### src/rtl/hostbus_slave.sv
module hostbus_slave #(
  parameter int AW = 10,
  parameter int DW = 8,
  parameter logic [AW-1:0] STAT_ADDR = 10'h3F0,
  parameter logic [AW-1:0] MASK_ADDR = 10'h3F1
) (
  input  logic          clk,
  input  logic          rst_n,
  input  logic          bus_mode,
  input  logic          cs_n,
  input  logic          rd_n,
  input  logic          wr_n,
  input  logic          rw,
  input  logic          ds_n,
  input  logic [AW-1:0] addr,
  input  logic [DW-1:0] data_in,
  output logic [DW-1:0] data_out,
  output logic          data_oe,
  output logic          reg_rd,
  output logic          reg_wr,
  output logic [AW-1:0] reg_addr,
  output logic [DW-1:0] reg_wdata,
  input  logic [DW-1:0] reg_rdata,
  input  logic [DW-1:0] evt,
  output logic          irq_oe
);

  logic [4:0] sy1, sy2;
  logic cs_s, rd_s, wr_s, rw_s, ds_s;
  logic mode_q, rd_q, wr_q, rd_act, wr_act;
  logic [DW-1:0] status, mask, rdata_q, clr;
  logic hit_stat, hit_mask;

  always_ff @(posedge clk or negedge rst_n)
    if (!rst_n) begin
      sy1 <= '1;
      sy2 <= '1;
    end else begin
      sy1 <= {cs_n, rd_n, wr_n, rw, ds_n};
      sy2 <= sy1;
    end

  assign {cs_s, rd_s, wr_s, rw_s, ds_s} = sy2;

  always_ff @(posedge clk or negedge rst_n)
    if (!rst_n)    mode_q <= 1'b0;
    else if (cs_s) mode_q <= bus_mode;

  assign rd_act = !cs_s && (mode_q ? (!ds_s &&  rw_s) : !rd_s);
  assign wr_act = !cs_s && (mode_q ? (!ds_s && !rw_s) : !wr_s);

  always_ff @(posedge clk or negedge rst_n)
    if (!rst_n) begin
      rd_q      <= 1'b0;
      wr_q      <= 1'b0;
      reg_rd    <= 1'b0;
      reg_wr    <= 1'b0;
      reg_addr  <= '0;
      reg_wdata <= '0;
    end else begin
      rd_q   <= rd_act;
      wr_q   <= wr_act;
      reg_rd <= rd_act && !rd_q;
      reg_wr <= wr_q && !wr_act;
      if (rd_act || wr_act) reg_addr  <= addr;
      if (wr_act)           reg_wdata <= data_in;
    end

  assign hit_stat = (reg_addr == STAT_ADDR);
  assign hit_mask = (reg_addr == MASK_ADDR);
  assign clr      = (reg_wr && hit_stat) ? reg_wdata : '0;

  always_ff @(posedge clk or negedge rst_n)
    if (!rst_n) begin
      status  <= '0;
      mask    <= '0;
      rdata_q <= '0;
    end else begin
      status <= (status & ~clr) | evt;
      if (reg_wr && hit_mask) mask <= reg_wdata;
      if (reg_rd) rdata_q <= hit_stat ? status : hit_mask ? mask : reg_rdata;
    end

  assign data_out = rdata_q;
  assign data_oe  = !cs_n && (mode_q ? (rw && !ds_n) : !rd_n);
  assign irq_oe   = |(status & mask);

endmodule


### config.mk
export PLATFORM = sky130hd
export DESIGN_NAME = hostbus_slave
export DESIGN_NICKNAME = d
export VERILOG_FILES = /design/src/rtl/hostbus_slave.sv
export SDC_FILE = /design/constraint.sdc
export NUM_CORES = 1
export LEC_CHECK = 0
export BUFFER_PORTS_ARGS = -buffer_cell sky130_fd_sc_hd__buf_2
export CAP_MARGIN = 20
export CORE_UTILIZATION = 55
export CTS_CLUSTER_SIZE = 14
export DETAILED_ROUTE_END_ITERATION = 6
export PLACE_DENSITY_LB_ADDON = 0.15
export SLEW_MARGIN = 20
export SYNTH_ARGS = -nofsm -noshare
export SYNTH_HDL_FRONTEND = slang
export SYNTH_SLANG_ARGS = --single-unit
### constraint.sdc
create_clock -name clk -period 2.4 [get_ports clk]
set_input_delay 0.6 -clock clk [delete_from_list [all_inputs] [get_ports clk]]
set_output_delay 0.6 -clock clk [all_outputs]
set_load 0.05 [all_outputs]
# Yosys cells after proc, flatten, opt, wreduce, memory -nomap -nowiden
# Index checks and enable logic that the tools add are counted.
dict set report word_totals {
  register_bits 57
  latchBits 0
  ramBits 0
  rom_bits 0
  in_bits 42
  n_memories 0
}
dict set report op_classes {
  n_addsub 0
  multipliers 0
  div_mod_pow 0
  n_lt_le_gt_ge 0
  n_eq_ne 2
  shifts 0
  muxes 6
  bitwise_logic 4
  n_reduce_logical 22
}
# operator n
set op_table {}
lappend op_table {{2-to-1 mux 8 bit} 3}
lappend op_table {{equality test 10 bit (second input constant)} 2}
lappend op_table {{bitwise AND 8 bit} 2}
lappend op_table {{logical AND 1 bit} 10}
lappend op_table {{logical NOT 1 bit} 10}
lappend op_table {{NOT 8 bit} 1}
lappend op_table {{OR 8 bit} 1}
lappend op_table {{OR reduction 8 bit} 1}
lappend op_table {{2-to-1 mux 1 bit} 3}
lappend op_table {{logical OR 1 bit} 1}

# Depth between registers and ports, before layout
dict set report depth {
  ltp_word 6
  depth_mapped 5
  depth_no_buf 3
}

# Least setup slack after synthesis
# OpenSTA, ideal clock, no wires.
dict set report synth_timing {
  path_type {input -> output}
  from {input port rd_n}
  to {output port data_oe}
  arrival_time_ns 1.367
  setup_slack_ns 0.433
  path_stages 3
  n_path_buf 0
  path_cell_list {nor2_1 -> a31oi_1 -> nor2_1}
}
dict set report synth_between {
  elab_chain_len 3
}
# item line
set synth_lines {}
lappend synth_lines {{start: declaration} 11} ;# input logic rd_n,
lappend synth_lines {{logical NOT 1 bit} 85} ;# assign data_oe = !cs_n && (mode_q ? (rw && !ds_n) : !rd_n);
lappend synth_lines {{2-to-1 mux 1 bit} 85}
lappend synth_lines {{logical AND 1 bit} 85}
lappend synth_lines {{end: declaration} 18} ;# output logic data_oe,
# Every way passes these cells.

# Worst setup path after layout
dict set report layout_timing {
  from {register mode_q}
  to {output port data_oe}
}
dict set report layout_between {
  elab_chain_len 2
}
# item line
set layout_lines {}
lappend layout_lines {{start: declaration} 30} ;# logic mode_q, rd_q, wr_q, rd_act, wr_act;
lappend layout_lines {{start signal: assignment} 47} ;# else if (cs_s) mode_q <= bus_mode;
lappend layout_lines {{2-to-1 mux 1 bit} 85}
lappend layout_lines {{logical AND 1 bit} 85}
# Every way passes these cells.

==> results.md <==
- Reg2Reg Setup Slack: 610 ps
- H-tree depth: 3
- Worst Setup SP: mode_q
- Initial antenna violation count: 0
- Worst Skew: 6.18 ps
- Dpl hpwl: approximately 3.2 mm
- Final worst path period need: a little under 2000 ps
- Worst reg2reg startpoint: reg_addr[2]
- Die Width: ~70 um
- Die area: 0.00466 mm2
- Commonest non-fill, non-tap cell in the layout: buf_2
- # DRC: 0
- IO Port Bufs: between 70 and 80
- Clock tree sinks: 57
- Crit. End Element: primary output
- Number of DRC markers in iteration 0: 100
- Routed Antenna Nets: 0
- Global-route wire length before repair: 7.16 mm
- CP Class: flop to primary output
- Synth Instances: ~190
- Maxcap violations: 0
- Final setup violation count: 0
- Layout cells sized above 1: about half
- Placeable core area: 0.00412 mm2
- Largest net degree at the start of global routing: 58
- RSZ-0062 raised after global routing: false
- Asr flop ratio synth: 100%
- Layout area overhead: 26.3%
- Chip height: 68.3 um
- Fill cell total of the finished layout: 304
- Total Power: about 2.9 mW
- Post-cts sizing count: 0
- Worst hold path type: primary input to async pin
- Post CTS Setup Buffer Count: 0
- Req. time, crit path: ~1800 ps
- Clock buffer depth: 2
- Register area share after synthesis: roughly three fifths
- Drt total wl: about 4.7 mm
- Root buf cell: clkbuf_8
- Hold_buf cts: 0
- Synthesized area: 0.00241 mm2
- CTS Buf Count: 9
- Tcrit/Tclk final: 81.0%
- CP endpoint: data_oe
- Status: complete, no violations
- GRT Total Usage: between 20% and 30%
- RR Endpoint: mask[4]
- Final TNS setup: 0 ps
- Yosys warning count: 0
- Avg Cell Area, Syn: 12.9 um2
- Cell variety after synth: 25
- Routed via count: 1729
- Seq. cell area: 0.00144 mm2
- Avg WL per Cell: about 15 um
- Setup crit start kind: flop
- Worst-path maximum fanout: 9
- DR vias/cell: 5.40
- Initial core utilization: 58.7%
- R2R depth: 3
- I/O pins: a little over 70
- Maximum vdd drop: around 0.00070 V
- Worst slew margin: between 60% and 70%
- Final Net Count: approximately 310
- Slew Viols, Final: 0
- GRT overflow: 0
- Placer Congestion: 0.728
- CTS tree: built
- Yosys reg bits: 57
- Pin slew with the least headroom to its limit: 586 ps
- Synthesized Nets: between 200 and 250
- Cell row count: 23
- Multi-input gate area: 867 um2
- TritonRoute pass-1 iters: 4
- Final Hold Viols: 0
- Lkg Pwr: 1.46 nW
- Fmax achieved: 0.514 GHz
- Commonest non-fill, non-tap cells in the layout: buf_2, dfrtp_1, mux2_2, inv_1, a31oi_1
- EDFF count, synth: 0
- Pwr Density: 937 mW/mm2
- Worst-Skew Late Latency: ~330 ps
- # diodes: 0
- Predominant post-synthesis flop cell: dfrtp_1
- Vias in the first global route: 1503
- Clk slew on worst S/H paths: ~60 ps
- Crit path DAT: 1340 ps
-- routing by layer --
metal / wire (um) / share of wire [%] / global-route usage (%)
met2: 2110 / 44 / 31.0
met1: 2260 / 48 / 31.7
met4: 67 / 1.4 / 12.5
met3: 304 / 6.4 / 5.17
met5: 0 / 0 / 0
-- report_power, final --
group	internal [mW]	switching, mW
Sequential	1.08	0.113
Clock	0.564	0.353
Combinational	0.226	0.522
Total	1.87	0.989
-- layout make-up --
cell class	count	area share [%]
well taps	50	2.05
flip-flops and latches	57	47.2
multi-input cells	102	28.4
inverters	20	2.46
clock buffers	14	5.66
repair buffers	75	13.0
clock inverters	2	1.15
-- cells in the mapped netlist (2+ instances only) --
library cell | instances | area, um2
and4b_1 | 2 | 20.0
dfrtp_1 | 47 | 1180
o22ai_1 | 8 | 50.1
buf_2 | 3 | 15.0
inv_1 | 20 | 75.1
mux2_2 | 35 | 394
nor2_1 | 13 | 48.8
nand2_1 | 2 | 7.51
clkbuf_1 | 4 | 15.0
a31oi_1 | 18 | 113
nand4b_4 | 2 | 47.6
o41ai_1 | 8 | 70.1
a22oi_1 | 4 | 30.0
dfstp_2 | 10 | 263
-- per-stage QoR --
step	setup slack, ps	area, um2	utilization (%)	cells	hold WS (ps)
finish	456	3050	74.1	320	260
CTS	432	3050	74.1	320	266
floorplan	433	2410	-	187	304
global route	369	3050	74.1	320	284
detailed placement	609	2840	69.0	304	347
global placement	630	2840	69.0	304	346
-- critical path: stages, from the launching register on --
cell	delay, ps
dfrtp_1	480
nor2_1	140
a31oi_1	50
nor2_1	90
buf_2	260
-- how the worst min path moves through the flow --
stage,from,endpoint,slack [ps]
floorplan,rst_n,data_out[0],300
global placement,sy1[1],sy2[1],350
detailed placement,sy1[4],sy2[4],350
CTS,rst_n,reg_addr[7],270
global route,rst_n,reg_addr[6],280
finish,rst_n,reg_addr[7],260
-- sequential cells by signal, summed over array words and instances, names as in the netlist --
name and cells:
reg_rd 1, wr_q 1, sy2 5, rd_q 1, reg_wdata 8, mode_q 1, reg_addr 10, mask 8
data_out 8, sy1 5, reg_wr 1, status 8
-- cell families after synthesis --
logic type             Yosys count  synth area share, %
and+or+nand+nor                 26                 7.82
AOI/OAI and AO/OA               41                 11.8
DFF                             57                 59.6
muxes                           35                 16.3
buffers and inverters           28                 4.51
Note: power is estimated with default switching activity, not from simulation.
